### src/rtl/sem_pkg.sv
package sem_pkg;

    typedef enum logic [1:0] {
        OWN_NONE = 2'b00,
        OWN_LFT  = 2'b01,
        OWN_RGT  = 2'b10
    } owner_e;

    typedef struct packed {
        owner_e own;
    } flag_st_t;

    // Latch value 0 means "requesting"; the left side wins a tie on a free flag.
    function automatic owner_e next_owner(owner_e cur, logic lft_req_n, logic rgt_req_n);
        owner_e nx;
        nx = cur;
        unique case (cur)
            OWN_LFT: begin
                if (lft_req_n) nx = rgt_req_n ? OWN_NONE : OWN_RGT;
            end
            OWN_RGT: begin
                if (rgt_req_n) nx = lft_req_n ? OWN_NONE : OWN_LFT;
            end
            default: begin
                if (!lft_req_n)      nx = OWN_LFT;
                else if (!rgt_req_n) nx = OWN_RGT;
                else                 nx = OWN_NONE;
            end
        endcase
        return nx;
    endfunction

endpackage

### src/rtl/sem_req_bank.sv
module sem_req_bank #(
    parameter int unsigned N_FLAGS = 8,
    parameter int unsigned IDX_W   = $clog2(N_FLAGS)
) (
    input  logic               clk,
    input  logic               rst,
    input  logic               sel,
    input  logic               wr,
    input  logic [IDX_W-1:0]   addr,
    input  logic               wdat,
    output logic [N_FLAGS-1:0] req_q,
    output logic [N_FLAGS-1:0] req_d
);

    typedef struct packed {
        logic [N_FLAGS-1:0] req;
    } bank_st_t;

    bank_st_t st_d, st_q;

    always_comb begin
        st_d = st_q;
        if (sel && wr) begin
            st_d.req[addr] = wdat;
        end
    end

    always_ff @(posedge clk) begin
        if (rst) begin
            st_q <= '1;
        end else begin
            st_q <= st_d;
        end
    end

    assign req_q = st_q.req;
    assign req_d = st_d.req;

endmodule

### src/rtl/sem_arbiter.sv
module sem_arbiter #(
    parameter int unsigned N_FLAGS = 8
) (
    input  logic               clk,
    input  logic               rst,
    input  logic [N_FLAGS-1:0] lft_req_d,
    input  logic [N_FLAGS-1:0] rgt_req_d,
    output logic [N_FLAGS-1:0] lft_hold,
    output logic [N_FLAGS-1:0] rgt_hold
);
    import sem_pkg::*;

    for (genvar i = 0; i < N_FLAGS; i++) begin : g_flag
        flag_st_t st_d, st_q;

        always_comb begin
            st_d     = st_q;
            st_d.own = next_owner(st_q.own, lft_req_d[i], rgt_req_d[i]);
        end

        always_ff @(posedge clk) begin
            if (rst) begin
                st_q.own <= OWN_NONE;
            end else begin
                st_q <= st_d;
            end
        end

        assign lft_hold[i] = (st_q.own == OWN_LFT);
        assign rgt_hold[i] = (st_q.own == OWN_RGT);
    end

endmodule

### src/rtl/sem_rd_port.sv
module sem_rd_port #(
    parameter int unsigned N_FLAGS = 8,
    parameter int unsigned IDX_W   = $clog2(N_FLAGS),
    parameter int unsigned DATA_W  = 18
) (
    input  logic               clk,
    input  logic               rst,
    input  logic               sel,
    input  logic               oe,
    input  logic [IDX_W-1:0]   addr,
    input  logic [N_FLAGS-1:0] hold,
    output logic [DATA_W-1:0]  rdat,
    output logic               rvld
);

    typedef struct packed {
        logic              act;
        logic              vld;
        logic [DATA_W-1:0] dat;
    } rd_st_t;

    rd_st_t st_d, st_q;
    logic   act_now;

    assign act_now = sel && oe;

    always_comb begin
        st_d     = st_q;
        st_d.act = act_now;
        if (!act_now) begin
            st_d.vld = 1'b0;
            st_d.dat = '0;
        end else if (!st_q.act) begin
            st_d.vld = 1'b1;
            st_d.dat = {DATA_W{~hold[addr]}};
        end
    end

    always_ff @(posedge clk) begin
        if (rst) begin
            st_q <= '0;
        end else begin
            st_q <= st_d;
        end
    end

    assign rdat = st_q.dat;
    assign rvld = st_q.vld;

endmodule

### src/rtl/sem_unit.sv
module sem_unit #(
    parameter int unsigned N_FLAGS = 8,
    parameter int unsigned DATA_W  = 18,
    parameter int unsigned IDX_W   = $clog2(N_FLAGS)
) (
    input  logic              clk,
    input  logic              rst,
    input  logic              lft_sel,
    input  logic              lft_wr,
    input  logic              lft_oe,
    input  logic [IDX_W-1:0]  lft_addr,
    input  logic              lft_wdat,
    output logic [DATA_W-1:0] lft_rdat,
    output logic              lft_rvld,
    input  logic              rgt_sel,
    input  logic              rgt_wr,
    input  logic              rgt_oe,
    input  logic [IDX_W-1:0]  rgt_addr,
    input  logic              rgt_wdat,
    output logic [DATA_W-1:0] rgt_rdat,
    output logic              rgt_rvld
);
    localparam int unsigned N_SIDES = 2;

    logic [N_SIDES-1:0]              sel_v, wr_v, oe_v, wd_v, rvld_v;
    logic [N_SIDES-1:0][IDX_W-1:0]   adr_v;
    logic [N_SIDES-1:0][N_FLAGS-1:0] req_q_v, req_d_v, hold_v;
    logic [N_SIDES-1:0][DATA_W-1:0]  rdat_v;

    logic [N_FLAGS-1:0] lft_hold, rgt_hold, lft_req, rgt_req;

    // Side 0 is left, side 1 is right.
    assign sel_v  = {rgt_sel,  lft_sel};
    assign wr_v   = {rgt_wr,   lft_wr};
    assign oe_v   = {rgt_oe,   lft_oe};
    assign wd_v   = {rgt_wdat, lft_wdat};
    assign adr_v  = {rgt_addr, lft_addr};
    assign hold_v = {rgt_hold, lft_hold};

    for (genvar s = 0; s < N_SIDES; s++) begin : g_side
        sem_req_bank #(
            .N_FLAGS (N_FLAGS),
            .IDX_W   (IDX_W)
        ) u_bank (
            .clk   (clk),
            .rst   (rst),
            .sel   (sel_v[s]),
            .wr    (wr_v[s]),
            .addr  (adr_v[s]),
            .wdat  (wd_v[s]),
            .req_q (req_q_v[s]),
            .req_d (req_d_v[s])
        );

        sem_rd_port #(
            .N_FLAGS (N_FLAGS),
            .IDX_W   (IDX_W),
            .DATA_W  (DATA_W)
        ) u_rd (
            .clk  (clk),
            .rst  (rst),
            .sel  (sel_v[s]),
            .oe   (oe_v[s]),
            .addr (adr_v[s]),
            .hold (hold_v[s]),
            .rdat (rdat_v[s]),
            .rvld (rvld_v[s])
        );
    end

    sem_arbiter #(
        .N_FLAGS (N_FLAGS)
    ) u_arb (
        .clk       (clk),
        .rst       (rst),
        .lft_req_d (req_d_v[0]),
        .rgt_req_d (req_d_v[1]),
        .lft_hold  (lft_hold),
        .rgt_hold  (rgt_hold)
    );

    assign lft_req  = req_q_v[0];
    assign rgt_req  = req_q_v[1];
    assign lft_rdat = rdat_v[0];
    assign rgt_rdat = rdat_v[1];
    assign lft_rvld = rvld_v[0];
    assign rgt_rvld = rvld_v[1];

endmodule

### config.mk
export PLATFORM = sky130hd
export DESIGN_NAME = sem_unit
export DESIGN_NICKNAME = d
export VERILOG_FILES = /design/src/rtl/sem_pkg.sv /design/src/rtl/sem_req_bank.sv /design/src/rtl/sem_arbiter.sv /design/src/rtl/sem_rd_port.sv /design/src/rtl/sem_unit.sv
export SDC_FILE = /design/constraint.sdc
export NUM_CORES = 1
export LEC_CHECK = 0
export BUFFER_PORTS_ARGS = -buffer_cell sky130_fd_sc_hd__buf_2
export CAP_MARGIN = 20
export CORE_MARGIN = 2
export CORE_UTILIZATION = 40
export DETAILED_ROUTE_END_ITERATION = 8
export MAX_ROUTING_LAYER = met4
export SYNTH_ARGS = -nofsm -noshare
export SYNTH_HDL_FRONTEND = slang
export SYNTH_HIERARCHICAL = 1
export SYNTH_SLANG_ARGS = --single-unit
### constraint.sdc
create_clock -name clk -period 2.2 [get_ports clk]
set_input_delay 0.44 -clock clk [delete_from_list [all_inputs] [get_ports clk]]
set_output_delay 0.44 -clock clk [all_outputs]
set_load 0.02 [all_outputs]
== Word level (Yosys, flattened, before mapping) ==
Cells that the tools add are included.
Cells by class
  magnitude comparators: 4
  equality and inequality tests: 32
  mux-type cells: 60
  bitwise logic cells: 4
  reduce and logical (&&, ||, !) cells: 16
Operator list (count)
  $mux W2: 32
  $ne A2 B1 Y1 const B: 16
  $pmux W2 S2: 8
  $bwmux W8: 2
  $eq A2 B1 Y1 const B: 8
  $eq A2 B2 Y1 const B: 8
  $mux W8: 2
  $reduce_and A2 Y1: 8
  $mux W1: 12
  $lt A3 B4 Y1 const B: 2
  $bmux W1 S3: 2
  $demux W1 S3: 2
  $ge A3 B1 Y1 const B: 2
  $logic_and A1 B1 Y1: 6
  $not A1 Y1: 4
  $reduce_or A2 Y1: 2
Word-level totals
  flip-flop bits (word level): 38
  bits of input ports: 16
  word-level logic and storage cells: 132

== Logic depth before layout (Yosys ltp) ==
Gate-level depths: netlist of run 1.
  depth after elaboration: 9
  gate-level depth with buffers: 7
  depth with buffers taken out: 6

== Modules after synthesis ==
The synthesis of run 1 kept the hierarchy.
By module, submodules not included
  sem_arbiter: times used 1, cells each 135, area an instance 1203.7 µm², seq. area each 320.3 µm²
  sem_rd_port: times used 2, cells each 33, area an instance 294.0 µm², seq. area each 60.1 µm²
  sem_req_bank (g_side[0].u_bank): times used 1, cells each 52, area an instance 439.2 µm², seq. area each 160.2 µm²
  sem_req_bank (g_side[1].u_bank): times used 1, cells each 52, area an instance 432.9 µm², seq. area each 160.2 µm²

== Worst setup path after synthesis of run 1 ==
OpenSTA, ideal clock, no wires.
  path type: input port to flip-flop
  start: input rgt_addr[1]
  end: register u_arb/g_flag[4].st_q[1] (netlist name)
  library setup time: 70 ps
  arrival: 1579 ps
  slack: 551 ps
  stages on the path: 6
  buffers on the path: 1
  path through: buf_6 -> nand2b_4 -> o21ai_0 -> nand2_1 -> or4b_1 -> o2bb2ai_1
RTL lines
  from (decl): line sem_unit.sv:18  | input logic [IDX_W-1:0] rgt_addr,
  to (signal assigned): line sem_arbiter.sv:25  | st_q <= st_d;
  to (decl): line sem_arbiter.sv:14  | flag_st_t st_d, st_q;

==> key figures, run 1 <==
Detailed routing
  – Vias per inst: 5.060
  – Via Count: 2019
  – Post-detailed-routing wire length: 5045 um
  – Drt wl/cell: 12.64 um
  – DR DRC count: 0
  – DRT Pass-1 Iters: 4
  – Antenna Nets Post-Route: 0
  – Initial DRC Count: 75

GRT
  – Pin count of the biggest net entering global routing: 43
  – GRT Util Overall: 14.63%
  – First-pass GRT wire length: 8293 um
  – Vias in the first global route: 1847
  – Initial antenna violation count: 0
  – Grt ovf: 0

Place
  – IO Port Bufs: 53
  – Post-DP HPWL: 3859 um
  – Final GP Congestion: 0.7651
  – Post-place setup slack: 0.2037 ns

Cells and area
  – Synth-to-Final Area Change: 4.603%
  – Ant diodes: 0
  – Final nets: 363
  – Layout cells sized above 1: 22.67%

Logic synthesis
  – Avg Cell Area, Syn: 8.734 um^2
  – Share of the synthesized area in the top cell type: 28.56%
  – Number of synthesized register bits: 38
  – Async SR Flop Fraction: 0%
  – Synth Cell Area: 2664 um^2
  – Post-synth top area cell: dfxtp_1
  – Synth warn: 6
  – Top post-synthesis cells by area: dfxtp_1, ha_1, buf_4, nand3b_1, mux2i_1
  – Commonest cells in the netlist: dfxtp_1, buf_4, nand2_1
  – Syn Inst Count: 305
  – Most used DFF post-synth: dfxtp_1
  – Post-synth net total: 345
  – Cell variety after synth: 35
  – Post-synth EDFFs: 0
  – Post-synthesis sequential area ratio: 28.56%
  – Count leader, synth: dfxtp_1

Worst setup path
  – CP bufs+invs: 1
  – Worst EP arrival: 1.91 ns
  – Delay-heaviest family, CP: simple AND/OR/NAND/NOR gates
  – Critical Path RT: 2.41 ns
  – Setup crit end kind: flop
  – Critical Path Fanout Max: 7
  – CP Launch Type: input pin
  – Slowest-stage cell, CP: or4b_1
  – Worst-path cell chain: buf_2 -> nand3b_1 -> o21ai_0 -> nand2_1 -> or4b_1 -> o2bb2ai_1
  – Worst setup path class: input pin to flop
  – Slowest stage delay, CP: 0.52 ns

Power
  – Flop pwr share: 50.9%
  – Comb pwr share: 15.9%
  – Leak Pwr: 1.249 nW
  – Psw: 0.3785 mW
  – Peak supply drop: 187.1 uV
  – Clk pwr share: 33.2%
  – Pwr Total: 1.413 mW
  – P_int: 1.035 mW
  – PD cells: 507.1 nW/um^2
  – Sw frac: 26.79%

STA
  – Final TNS setup: 0 ns
  – Final worst slack: 0.5053 ns
  – Final worst-path cycle share: 77.03%
  – Worst slew margin: 53.78%
  – Final Skew: 0.004104 ns
  – Final hold vios: 0
  – Final Max Tran Viols: 0
  – # setup viols final: 0
  – Max Fclk: 590.1 MHz
  – Worst-margin pin slew: 0.6932 ns
  – RSZ-0062 raised after global routing: false
  – Min Tclk post-route: 1.695 ns

Clock tree
  – Setup Buffers After CTS: 0
  – Clock Tree Buf Depth: 2
  – H-tree level count: 2
  – Root Buffer: clkbuf_8
  – Clock-pin slew on the worst setup and hold paths: 0.07 ns
  – Hold-fix buffers, CTS: 0
  – Clock Latency Late Sink: 0.28 ns
  – CTS sink cnt: 38
  – Inserted Clock Buffers: 5
  – # resized after CTS: 0
  – CTS tree: done

Outcome
  – Status: complete, no violations

Floorplan
  – Die Footprint: 7328 um^2
  – DIE HEIGHT: 85.61 um
  – Core area: 6386 um^2
  – Die Wd: 85.61 um
  – Initial core utilization: 41.71%
  – Site Rows: 29
  – # IOs: 54

Worst hold path
  – HP Class: input pin to flop

Job
  – Max Cap Violations: 0
-- metal layers --
layer | part of all wire (%) | track usage [%] | vias up
met5 | 0 | - | -
li1 | - | - | 1057
met1 | 45 | 16.96 | 913
met4 | 2.1 | 5.339 | 0
met3 | 3.3 | 3.754 | 10
met2 | 49 | 24.43 | 39
-- path summary, 6_finish.rpt --
check | end | from | cells past startpoint | slack, ns
worst max-delay path | u_arb/g_flag[4].st_q[1] | rgt_addr[0] | 6 | 0.51
worst min-delay path | g_side[1].u_rd/st_q[19] | rgt_oe | 2 | 0.46
worst max register to register | g_side[1].u_rd/rdat[0] | u_arb/g_flag[4].st_q[0] | 5 | 0.69
worst min register to register | g_side[0].u_rd/rvld | g_side[0].u_rd/rvld | 1 | 0.46
-- through the flow --
stage	hold WS (ns)	area (um^2)	utilization, %	instances
after floorplan	0.4431	2664	-	305
after global placement	0.4453	2704	42.34	393
after detailed placement	0.4528	2704	42.34	393
after CTS	0.4519	2786	43.63	399
after global routing	0.4609	2786	43.63	399
final	0.4619	2786	43.63	399
-- logic make-up (layout without fill, tap and decap cells) --
group           count (synthesis)  after routing  synth area share [%]
compound gates                 50             50                 13.10
buf+inv                        67             84                 15.59
fa+ha+maj                      24             24                 11.27
mux                            14             14                 6.200
flops                          38             38                 28.56
simple gates                  112            112                 25.27
-- cells in the final DEF (no fill, tap or decap) --
cell and count:
buf_2 53, dfxtp_1 38, nand2_1 30, inv_1 25, ha_1 24, nand3b_1 18
nand2b_1 14, o21ai_0 12, nor2_1 12, mux2i_1 12, a21oi_1 8, nor4_1 8
a21o_1 8, clkbuf_8 6, nand3_1 6, nor3_1 5, a32o_1 5, nand2b_4 4
or4b_1 3, o2bb2ai_1 3, and4b_2 2, and2b_1 2, and4_2 2, o31ai_1 2
o31ai_2 2, a31oi_1 2, mux4_2 2, a2bb2oi_1 2, and3b_1 2, a21oi_2 2
o21a_1 2, nor2b_1 2, o21ai_1 2, or2b_1 2
-- sequential cells by signal, indices dropped and copies added (netlist names) --
name / cells
g_side.u_rd/st_q: 2
g_side.u_rd/rvld: 2
g_side.u_rd/rdat: 2
g_side.u_bank/req_q: 16
u_arb/g_flag.st_q: 16
-- power by group through the flow --
stage                     clock [mW]  sequential (mW)  combinational (mW)
after floorplan                    0            0.735               0.192
after global placement             0            0.734               0.225
after detailed placement           0            0.735               0.226
after CTS                      0.489            0.719               0.227
after global routing           0.515            0.721               0.249
final                          0.469            0.719               0.225
-- area by class of cell --
| cell class | count | area (um^2) |
|---|---|---|
| Fill cell | 637 | 3600 |
| Multi-Input combinational cell | 200 | 1488 |
| Sequential cell | 38 | 760.7 |
| Timing Repair Buffer | 53 | 265.3 |
| Tap cell | 77 | 96.34 |
| Inverter | 25 | 93.84 |
| Clock buffer | 6 | 82.58 |
Power figures use the tool's default switching activity.
==> run 2: changes to the inputs <==
--- a/config.mk
+++ b/config.mk
@@ -5,6 +5,7 @@
 export SDC_FILE = /design/constraint.sdc
 export NUM_CORES = 1
 export LEC_CHECK = 0
+export ABC_AREA = 1
 export BUFFER_PORTS_ARGS = -buffer_cell sky130_fd_sc_hd__buf_2
 export CAP_MARGIN = 20
 export CORE_MARGIN = 2
==> constraint.sdc (replaced) <==
create_clock -name clk -period 1.7 [get_ports clk]
set_input_delay 0.34 -clock clk [delete_from_list [all_inputs] [get_ports clk]]
set_output_delay 0.34 -clock clk [all_outputs]
set_load 0.02 [all_outputs]
==> run 2 against run 1 <==
Against the previous run:
- synthesized cell count grew 46%
- critical endpoint is now lft_rdat[15]
- cell area rose by 11%
- power is 38% higher
- final cell count grew 41%
- clock skew up 0.00097 ns
- hold slack worse by 0.18 ns
- synthesized area increased by 8.3%
- worst setup slack lost 0.24 ns
- routed wire length grew 7.3%
- count of clock-buffer cells in the layout grew 1
==> key figures, run 2 <==
GRT
  – GRT Util Overall: 14.93% (+0.30 points)
  – First-pass GRT wire length: 8825 um (+6.4%)
  – Initial antenna violation count: 0 (unchanged)
  – Grt ovf: 0 (unchanged)
  – Pin count of the biggest net entering global routing: 20 (-53%)
  – Vias in the first global route: 2018 (+9.3%)

Detailed routing
  – Met3 wire len: 262 um (+55%)
  – Post-detailed-routing wire length: 5414 um (+7.3%)
  – Drt wl/cell: 9.599 um (-24%)
  – Metal-1 WL: 2578 um (+13%)
  – Antenna Nets Post-Route: 0 (unchanged)
  – DRT Pass-1 Iters: 4 (unchanged)
  – DR DRC count: 0 (unchanged)
  – Met2 WL: 2456 um (-1.1%)
  – Vias per inst: 4.248 (-16%)
  – Uppermost layer routed: met4
  – Via Count: 2396 (+19%)
  – Initial DRC Count: 115 (+53%)

Logic synthesis
  – Post-synth top area cell: dfxtp_1
  – Adder-Cell Fraction of Synth Area: 10.41% (-0.86 points)
  – Simple-gate share of the synthesized area: 39.91% (+15 points)
  – Top post-synthesis cells by area: dfxtp_1, nand2_1, ha_1, buf_4, inv_1
  – Async SR Flop Fraction: 0% (unchanged)
  – Post-synth EDFFs: 0 (unchanged)
  – Complex-gate fraction of the synthesized area: 1.996% (-11 points)
  – Count leader, synth: nand2_1
  – Post-synth net total: 484 (+40%)
  – Post-synthesis mux area share: 0% (-6.2 points)
  – Most used DFF post-synth: dfxtp_1
  – Avg Cell Area, Syn: 6.496 um^2 (-26%)
  – Syn Inst Count: 444 (+46%)
  – Largest family of logic cells by synthesized area: simple AND/OR/NAND/NOR gates
  – Synth warn: 6 (unchanged)
  – Post-synthesis sequential area ratio: 26.38% (-2.2 points)
  – Xor and xnor area share after synthesis: 0% (unchanged)
  – Number of synthesized register bits: 38 (unchanged)
  – Share of the synthesized area in the top cell type: 26.38% (-2.2 points)
  – Commonest cells in the netlist: nand2_1, inv_1, nor2_1
  – Synth Cell Area: 2884 um^2 (+8.3%)
  – Cell variety after synth: 20 (-43%)

Cells and area
  – Ant diodes: 0 (unchanged)
  – Synth-to-Final Area Change: 7.289%
  – Final nets: 507 (+40%)
  – Layout cells sized above 1: 25.43% (+2.8 points)
  – Final Util: 45.05% (+1.4 points)
  – Commonest cells after routing, fill and taps aside: nand2_1, inv_1, buf_2
  – Post-route cell area: 3094 um^2 (+11%)
  – Register area: 760.7 um^2 (unchanged)
  – Commonest non-fill, non-tap cell in the layout: nand2_1
  – Layout fillers: 720 (+13%)
  – Multi-input gate area: 1509 um^2 (+1.4%)

Power
  – Peak supply drop: 280.0 uV (+50%)
  – Leak Pwr: 1.747 nW (+40%)
  – PD cells: 632.4 nW/um^2 (+25%)

Worst setup path
  – Worst setup path class: flop to output port
  – Worst-path cell chain: buf_2
  – CP Launch Type: flop
  – Slowest-stage cell, CP: dfxtp_1
  – Worst EP arrival: 1.10 ns (-0.81 ns)
  – Delay-heaviest family, CP: flip-flops
  – Setup crit end kind: output port
  – CP bufs+invs: 1 (unchanged)
  – Slowest stage delay, CP: 0.56 ns (+0.04 ns)
  – Critical Path Fanout Max: 19 (+12)
  – Critical Path RT: 1.36 ns (-1.05 ns)

Place
  – Post-place setup slack: 0.1874 ns (-0.01628 ns)
  – Final GP Congestion: 0.7678 (+0.35%)
  – Post-placement cell area: 2988 um^2 (+11%)
  – IO Port Bufs: 53 (unchanged)
  – Post-DP HPWL: 4312 um (+12%)

Job
  – Max Cap Violations: 0 (unchanged)

Floorplan
  – Site Rows: 30 (+3.4%)
  – DIE HEIGHT: 88.91 um (+3.9%)
  – Die Footprint: 7905 um^2 (+7.9%)
  – # IOs: 54 (unchanged)
  – Die Wd: 88.91 um (+3.9%)
  – Core area: 6869 um^2 (+7.6%)
  – Initial core utilization: 41.99% (+0.27 points)

STA
  – Final Skew: 0.005074 ns (+0.0009702 ns)
  – Worst slew margin: 73.74% (+20 points)
  – RSZ-0062 raised after global routing: false
  – # setup viols final: 0 (unchanged)
  – Worst-margin pin slew: 0.3933 ns (-0.2999 ns)
  – Final Max Tran Viols: 0 (unchanged)
  – Final TNS setup: 0 ns (unchanged)
  – Max Fclk: 695.7 MHz
  – Final worst slack: 0.2626 ns (-0.2427 ns)
  – Min Tclk post-route: 1.437 ns
  – Final hold vios: 0 (unchanged)
  – Final worst-path cycle share: 84.56%

Clock tree
  – Clock-pin slew on the worst setup and hold paths: 0.07 ns (about the same)
  – Clock Latency Late Sink: 0.29 ns (about the same)
  – Inserted Clock Buffers: 5 (unchanged)
  – Hold-fix buffers, CTS: 0 (unchanged)
  – H-tree level count: 2 (unchanged)
  – CTS sink cnt: 38 (unchanged)
  – CTS tree: done
  – # resized after CTS: 0 (unchanged)
  – Clock Tree Buf Depth: 2 (unchanged)
  – Root Buffer: clkbuf_8
  – Setup Buffers After CTS: 0 (unchanged)

Outcome
  – Status: complete, no violations

Worst hold path
  – HP Class: input pin to flop
## run 2: cell count changes in the layout (fill, tap and decap cells not counted), moves of 12 or more
| cell | change |
|---|---|
| mux2i_1 | -12 |
| nand2b_1 | -14 |
| nand3_1 | +28 |
| nand2_1 | +96 |
| inv_2 | +24 |
| inv_1 | +37 |
| nor2_1 | +36 |
| nand2_2 | +18 |
## run 2: per-layer routing
metal	GRT usage, %	vias up
met5	-	-
met4	6.336	0
met3	2.678	11
met2	24.97	61
met1	17.59	1004
li1	-	1320
## run 2: cell families (layout without fill, tap and decap cells)
group / count (synthesis) / count (layout)
compound gates: 9 / 9
fa+ha+maj: 24 / 24
buf+inv: 125 / 149
flops: 38 / 38
simple gates: 248 / 248
## run 2: metrics by stage
stage	power, mW	hold slack (ns)	cells
after floorplan	1.165	0.4091	444
after global placement	1.212	0.4438	556
after detailed placement	1.216	0.4552	556
after CTS	1.988	0.2774	564
after global routing	2.038	0.2767	564
final	1.957	0.2865	564
## run 2: layout make-up
type,instances,share of cell area [%]
timing repair buffer,53,8.573
tap,96,3.882
clock inverter,1,0.9705
multi-input combinational,281,48.77
sequential,38,24.59
inverter,88,10.76
clock buffer,7,2.467
## run 2: final timing paths
kind / start / cells after the start / slack, ns / end
worst max register to register: u_arb/g_flag[3].st_q[0] / 6 / 0.53 / u_arb/g_flag[3].st_q[1]
worst max-delay path: g_side[0].u_rd/rdat[0] / 1 / 0.26 / lft_rdat[15]
worst min-delay path: lft_oe / 3 / 0.29 / g_side[0].u_rd/st_q[19]
worst min register to register: g_side[1].u_rd/rvld / 1 / 0.47 / g_side[1].u_rd/rvld
## run 2: power breakdown
group          switching, mW  internal, mW  leakage [nW]
Sequential            0.0125         0.905         0.308
Combinational          0.189        0.0868          1.39
Clock                  0.324         0.439        0.0524
